**config.mk**
```make
export PLATFORM = sky130hd
export DESIGN_NAME = bus_timeout_monitor
export DESIGN_NICKNAME = d
export VERILOG_FILES = /design/src/rtl/busmon_pkg.sv /design/src/rtl/busmon_window.sv /design/src/rtl/busmon_route.sv /design/src/rtl/bus_timeout_monitor.sv
export SDC_FILE = /design/constraint.sdc
export NUM_CORES = 1
export LEC_CHECK = 0
export BUFFER_PORTS_ARGS = -buffer_cell sky130_fd_sc_hd__buf_2
export CAP_MARGIN = 25
export CORE_AREA = 2 2 39 41
export CTS_CLUSTER_DIAMETER = 100
export DETAILED_ROUTE_END_ITERATION = 7
export DIE_AREA = 0 0 41 43
export HOLD_SLACK_MARGIN = 0.12
export PLACE_DENSITY = 0.65
export RECOVER_POWER = 100
export SKIP_CTS_REPAIR_TIMING = 1
export SYNTH_ARGS = -nofsm -noshare
export SYNTH_HDL_FRONTEND = slang
export SYNTH_SLANG_ARGS = --single-unit
```
**constraint.sdc**
```tcl
create_clock -name clk -period 3.4 [get_ports clk]
set_input_delay 0.51 -clock clk [delete_from_list [all_inputs] [get_ports clk]]
set_output_delay 0.51 -clock clk [all_outputs]
set_load 0.02 [all_outputs]
```
**src/rtl/busmon_pkg.sv**
```systemverilog
package busmon_pkg;

    typedef enum logic {
        ACC_DATA  = 1'b0,
        ACC_FETCH = 1'b1
    } acc_kind_e;

    typedef struct packed {
        logic      hit;
        acc_kind_e kind;
    } fault_ev_t;

    function automatic int cnt_width(input int window);
        return (window < 2) ? 1 : $clog2(window);
    endfunction

endpackage

```
**src/rtl/busmon_window.sv**
```systemverilog
module busmon_window
    import busmon_pkg::*;
#(
    parameter int WINDOW = 15
) (
    input  logic clk,
    input  logic rst,
    input  logic start_i,
    input  logic done_i,
    output logic busy_o,
    output logic expire_o
);
    localparam int CW = cnt_width(WINDOW);
    localparam logic [CW-1:0] LAST = CW'(WINDOW - 1);

    logic          busy_q;
    logic [CW-1:0] cnt_q;

    assign busy_o   = busy_q;
    assign expire_o = busy_q & ~done_i & ~start_i & (cnt_q == LAST);

    always_ff @(posedge clk) begin
        if (rst) begin
            busy_q <= 1'b0;
            cnt_q  <= '0;
        end else if (start_i && !done_i) begin
            busy_q <= 1'b1;
            cnt_q  <= '0;
        end else if (done_i || expire_o) begin
            busy_q <= 1'b0;
            cnt_q  <= '0;
        end else if (busy_q) begin
            cnt_q  <= cnt_q + 1'b1;
        end
    end

    assert_cnt_bound_R2: assert property (@(posedge clk) disable iff (rst)
        busy_q |-> (cnt_q <= LAST));

    assert_expire_closes_R2: assert property (@(posedge clk) disable iff (rst)
        expire_o |=> !busy_q);

endmodule

```
**src/rtl/busmon_route.sv**
```systemverilog
module busmon_route
    import busmon_pkg::*;
(
    input  logic      clk,
    input  logic      rst,
    input  fault_ev_t tgt_ev_i,
    input  fault_ev_t to_ev_i,
    input  logic      stat_rd_i,
    output logic      core_err_o,
    output logic      fault_fetch_o,
    output logic      fault_ldst_o,
    output logic      stat_timeout_o,
    output logic      stat_tgterr_o
);
    logic core_err_q, ff_q, fl_q, st_to_q, st_te_q;
    logic hit_fetch, hit_ldst;

    assign hit_fetch = (to_ev_i.hit  && to_ev_i.kind  == ACC_FETCH) ||
                       (tgt_ev_i.hit && tgt_ev_i.kind == ACC_FETCH);
    assign hit_ldst  = (to_ev_i.hit  && to_ev_i.kind  == ACC_DATA) ||
                       (tgt_ev_i.hit && tgt_ev_i.kind == ACC_DATA);

    always_ff @(posedge clk) begin
        if (rst) begin
            core_err_q <= 1'b0;
            ff_q       <= 1'b0;
            fl_q       <= 1'b0;
        end else begin
            core_err_q <= to_ev_i.hit;
            ff_q       <= hit_fetch;
            fl_q       <= hit_ldst;
        end
    end

    always_ff @(posedge clk) begin
        if (rst) begin
            st_to_q <= 1'b0;
            st_te_q <= 1'b0;
        end else if (to_ev_i.hit) begin
            st_to_q <= 1'b1;
            st_te_q <= 1'b0;
        end else if (tgt_ev_i.hit) begin
            st_to_q <= 1'b0;
            st_te_q <= 1'b1;
        end else if (stat_rd_i) begin
            st_to_q <= 1'b0;
            st_te_q <= 1'b0;
        end
    end

    assign core_err_o     = core_err_q;
    assign fault_fetch_o  = ff_q;
    assign fault_ldst_o   = fl_q;
    assign stat_timeout_o = st_to_q;
    assign stat_tgterr_o  = st_te_q;

    assert_no_dual_event_R3: assert property (@(posedge clk) disable iff (rst)
        !(tgt_ev_i.hit && to_ev_i.hit));

    assert_err_single_pulse_R2: assert property (@(posedge clk) disable iff (rst)
        core_err_q |=> !core_err_q);

    assert_fault_onehot_R7: assert property (@(posedge clk) disable iff (rst)
        $onehot0({ff_q, fl_q}));

    assert_err_has_fault_R7: assert property (@(posedge clk) disable iff (rst)
        core_err_q |-> (ff_q || fl_q) && st_to_q);

    assert_status_exclusive_R8: assert property (@(posedge clk) disable iff (rst)
        !(st_to_q && st_te_q));

endmodule

```
**src/rtl/bus_timeout_monitor.sv**
```systemverilog
module bus_timeout_monitor
    import busmon_pkg::*;
#(
    parameter int WINDOW = 15
) (
    input  logic clk,
    input  logic rst,
    input  logic bus_rd_i,
    input  logic bus_wr_i,
    input  logic bus_ext_i,
    input  logic bus_fetch_i,
    input  logic bus_ack_i,
    input  logic bus_err_i,
    input  logic stat_rd_i,
    output logic core_err_o,
    output logic fault_fetch_o,
    output logic fault_ldst_o,
    output logic stat_timeout_o,
    output logic stat_tgterr_o
);
    logic      start, resp, busy, expire;
    acc_kind_e kind_q;
    fault_ev_t tgt_ev, to_ev;

    // Only internal strobes open a tracked transfer.
    assign start = (bus_rd_i | bus_wr_i) & ~bus_ext_i;
    assign resp  = bus_ack_i | bus_err_i;

    busmon_window #(.WINDOW(WINDOW)) i_window (
        .clk      (clk),
        .rst      (rst),
        .start_i  (start),
        .done_i   (resp),
        .busy_o   (busy),
        .expire_o (expire)
    );

    // Source tag of the transfer in flight; a restart re-captures it.
    always_ff @(posedge clk) begin
        if (rst)        kind_q <= ACC_DATA;
        else if (start) kind_q <= acc_kind_e'(bus_fetch_i);
    end

    always_comb begin
        tgt_ev.hit  = bus_err_i & (busy | start);
        tgt_ev.kind = start ? acc_kind_e'(bus_fetch_i) : kind_q;
        to_ev.hit   = expire;
        to_ev.kind  = kind_q;
    end

    busmon_route i_route (
        .clk            (clk),
        .rst            (rst),
        .tgt_ev_i       (tgt_ev),
        .to_ev_i        (to_ev),
        .stat_rd_i      (stat_rd_i),
        .core_err_o     (core_err_o),
        .fault_fetch_o  (fault_fetch_o),
        .fault_ldst_o   (fault_ldst_o),
        .stat_timeout_o (stat_timeout_o),
        .stat_tgterr_o  (stat_tgterr_o)
    );

    assert_ext_untracked_R4: assert property (@(posedge clk) disable iff (rst)
        (!busy && bus_ext_i && !resp) |=> !busy);

    assert_stray_resp_ignored_R6: assert property (@(posedge clk) disable iff (rst)
        (!busy && !start && resp) |=> !fault_fetch_o && !fault_ldst_o);

endmodule

```
After elaboration in Yosys (flattened, before gate mapping)
Cells that the tools add are included.

Input port bits: 9. Bits in registers: 11. Logic and storage cells: 44.

Add/sub/neg operators: 1. Muxes and demuxes: 7. Reduce and logical (&&, ||, !) cells: 14. Equal/unequal tests: 1. Bitwise gates (word level): 13.

Operators by type and width (count): 2-to-1 mux 1 bit (7); AND 1 bit (5); logical AND 1 bit (5); NOT 1 bit (5); adder 4 x 1 -> 4 bit, second input constant (1); == test 4 bit, second input constant (1); nonzero test 2 bit (2); logical OR 1 bit (3); bitwise OR 1 bit (3); nonzero test 3 bit (1); OR reduction 3 bit (1); OR reduction 2 bit (1); logical NOT 1 bit (1).

Longest topological paths before layout
Word-level depth: 8. Mapped depth: 5.

By module
From an unflattened synthesis, not the netlist that was laid out.

Cell total of the unflattened synthesis: 52. Area total of the unflattened synthesis: 501.7 µm².

By module, submodules not included: busmon_window (cells an instance 28, times used 1, sequential area each 100.1 µm², area each 240.2 µm²); busmon_route (cells an instance 16, times used 1, sequential area each 100.1 µm², area each 173.9 µm²); bus_timeout_monitor (cells an instance 8, times used 1, sequential area each 20.0 µm², area each 87.6 µm²).

Worst setup path before layout
No wires, ideal clock.

Path type: input-to-reg. From: in bus_ack_i. To: reg i_route.fl_q (netlist: i_route.fault_ldst_o). Cell stages on the path: 3. Slack: 1917 ps. Arrival time: 1392 ps. Path buffers: 0. Data required time: 3309 ps. Setup time: 91 ps. Cell sequence: and4bb_4 -> or3b_1 -> a311oi_1.

Cells in the longest elaborated chain, start to end: 7.

Ends and longest elaborated chain: from (decl) (line bus_timeout_monitor.sv:12) `input logic bus_ack_i,`; bitwise OR 1 bit (line bus_timeout_monitor.sv:27) `assign resp = bus_ack_i | bus_err_i;`; NOT 1 bit (line busmon_window.sv:20) `assign expire_o = busy_q & ~done_i & ~start_i & (cnt_q == LAST);`; AND 1 bit (3 in series) (line busmon_window.sv:20); logical AND 1 bit (line busmon_route.sv:20) `assign hit_ldst = (to_ev_i.hit && to_ev_i.kind == ACC_DATA) ||`; logical OR 1 bit (line busmon_route.sv:20); to (signal assigned) (line busmon_route.sv:31) `fl_q <= hit_ldst;`; to (decl) (line busmon_route.sv:15) `logic core_err_q, ff_q, fl_q, st_to_q, st_te_q;`.

Every way passes these cells. A chain may end at the register's enable or synchronous reset.

Final worst setup path
From: reg i_window.cnt_q[1]. To: reg i_route.fl_q (netlist: i_route.fault_ldst_o).

Cells in the longest elaborated chain, start to end: 4.

Ends and longest elaborated chain: from (decl) (line busmon_window.sv:17) `logic [CW-1:0] cnt_q;`; from (signal assigned) (line busmon_window.sv:33) `cnt_q <= cnt_q + 1'b1;`; == test 4 bit (line busmon_window.sv:20); AND 1 bit (line busmon_window.sv:20); logical AND 1 bit (line busmon_route.sv:20); logical OR 1 bit (line busmon_route.sv:20).

Every way passes these cells.

==> impl_metrics.py <==
metrics = {
    "global_routing": {
        "grt-ovfl-total": 0,
        "grt_antenna_before_repair": 0,
        "grtUsageTotal": 0.155,
        "grt_pass1_vias": 430,
        "grt_pass1_wl_um": 1830,
        "grt_max_degree": 11,
    },
    "route": {
        "viasPerCell": 5.50,
        "drc": 0,
        "wl_um": 1110,
        "vias": 506,
        "first_iter_violations": 6,
        "first_pass_iters": 4,
        "wl_per_cell_um": 12.1,
        "antenna_left": 0,
    },
    "placed_design": {
        "place_ws_ns": 1.67,
        "placed_cells": 88,
        "gp_congestion": 0.753,
        "dpl_cell_area_um2": 603,
        "portBuffers": 13,
        "dp.final_hpwl_um": 824,
    },
    "sta": {
        "rsz0062_at_grt": "false",
        "skew_ns": 0.00657,
        "setup_ws_ns": 1.87,
        "period_needed_ns": 1.53,
        "final_max_slew_viol_count": 0,
        "max_slew.worst_pin.slew_ns": 0.673,
        "max_freq_ghz": 0.652,
        "finalCritPeriodShare": 0.451,
        "fin_setup_tns_ns": 0,
        "hold_viol": 0,
        "setup_viol": 0,
        "hold_slack_ns": 0.510,
        "relSlewSlack": 0.551,
    },
    "setup_path": {
        "cpPeakStageDelay_ns": 0.40,
        "crit_chain": "ha_1, nand2_1, or3b_1, a311oi_1",
        "crit_buf_inv": 0,
        "crit_fanout": 6,
        "start_kind": "register",
        "critPathKind": "reg2reg",
        "crit_family": "simple AND/OR/NAND/NOR gates",
        "cp_slowest_cell": "dfxtp_1",
        "endpoint_kind": "register",
        "cp.arrival_ns": 1.70,
        "worstPathRequired_ns": 3.56,
    },
    "yosys": {
        "syn_inst": 61,
        "synth.most_common_cell": "dfxtp_1",
        "ys_seq_elements": 11,
        "synth_cell_types": 26,
        "synthTopCellsByCount": "11 x dfxtp_1, 7 x a21oi_1, 6 x nand2_1",
        "synth_edf_count": 0,
        "ys_seq_area_frac": 0.416,
        "synth_ff_type": "dfxtp_1",
        "async_reset_ff_frac": 0,
        "syn_area_um2": 529,
        "syn-num-nets": 72,
        "yosysTopAreaCell": "dfxtp_1",
        "yosys-top-cells-area": "dfxtp_1 42%, a21oi_1 6.6%, ha_1 4.7%",
        "avgSynthCellArea_um2": 8.68,
        "ys_warn_count": 0,
        "synth_top_cell_area_share": 0.416,
    },
    "clocking": {
        "htree_num_levels": 1,
        "clk_latency_ns": 0.27,
        "cts_root_buf": "clkbuf_4",
        "cts.sinks": 11,
        "path_clk_slew_ns": 0.07,
        "cts_tree": "built",
        "clock_path_buffers": 2,
        "cts_buffers": 3,
    },
    "power_and_ir_drop": {
        "p_int_mw": 0.186,
        "p_sw_mw": 0.0562,
        "power_mw": 0.243,
        "ir_drop_v": 0.000124,
        "seqPwrFrac": 0.553,
        "switching_share": 0.232,
        "clockPowerShare": 0.359,
        "pwr-share-comb": 0.088,
        "leakagePower_nw": 0.213,
        "p_per_area_mw_per_mm2": 389,
    },
    "floorplan": {
        "fp.dieH_um": 43,
        "pin_count": 14,
        "rows": 14,
        "coreArea_mm2": 0.00138,
        "die_area_mm2": 0.00176,
        "initial_core_util": 0.382,
        "die_width_um": 41,
    },
    "layout": {
        "fin_area_um2": 623,
        "layout-drive-gt1-share": 0.171,
        "antennaDiodeCount": 0,
        "fin_cells": 92,
        "synthToLayoutAreaGrowth_pct": 17.7,
        "finalCoreUtilization": 0.450,
        "fin_nets": 88,
    },
    "worst_hold_path": {
        "hold_path_class": "in2reg",
    },
    "run_status": {
        "status": "complete, no violations",
    },
    "run": {
        "cap_violations": 0,
    },
}
metal layers:
metal,up-vias,share of wire,GRT usage
met1,236,0.42,0.184
met5,-,0,0
met3,2,0.076,0.0628
li1,253,-,-
met4,0,0.013,0.0800
met2,15,0.49,0.228
flip-flops by register name (all words and copies together), names as in the netlist:
signal	flops
i_window.cnt_q	4
i_route.core_err_o	1
i_route.fault_fetch_o	1
i_route.fault_ldst_o	1
i_route.stat_tgterr_o	1
i_route.stat_timeout_o	1
i_window.busy_o	1
kind_q	1
cells in the final DEF (no fill, tap or decap), types with 2 or more instances in the layout:
cell       n
buf_2      8
ha_1       2
clkbuf_1   6
nand3_1    3
nor2b_1    2
nor3_1     2
nand2_1    6
nand2b_1   2
o21ai_0    2
nand4_1    2
inv_1      3
a311oi_1   2
dfxtp_1   11
nor2_1     4
clkbuf_4   3
a21oi_1    7
path summary, 6_finish.rpt:
check,start,endpoint,slack (ns),depth (start not counted)
worst min-delay path,rst,i_route.core_err_o,0.51,2
worst max-delay path,i_window.cnt_q[1],i_route.fault_ldst_o,1.87,4
worst max register to register,i_window.cnt_q[1],i_route.fault_ldst_o,1.87,4
worst min register to register,i_route.stat_tgterr_o,i_route.stat_tgterr_o,0.51,2
power by group through the flow:
stage	clock, mW	combinational (mW)	sequential (mW)
3_5_place_dp	0	0.0221	0.137
3_3_place_gp	0	0.0215	0.137
5_1_grt	0.0979	0.0241	0.135
2_1_floorplan	0	0.0112	0.139
6_report	0.0870	0.0214	0.134
4_1_cts	0.0909	0.0220	0.134
cells by family after synthesis:
logic type,after synthesis,synth area share
AND/OR/NAND/NOR,26,0.277
adder cells (fa/ha/maj),2,0.0473
AO/OA/AOI/OAI,16,0.199
buffers and inverters,5,0.0426
flip-flops,11,0.416
multiplexers,1,0.0189
layout make-up:
cell class | instances | area, µm²
multi-input cells | 45 | 287
inverters | 3 | 11.3
well taps | 16 | 20.0
repair buffers | 13 | 58.8
fillers | 149 | 761
flip-flops and latches | 11 | 220
clock buffers | 4 | 26.3
Note: power is estimated with default switching activity, not from simulation.
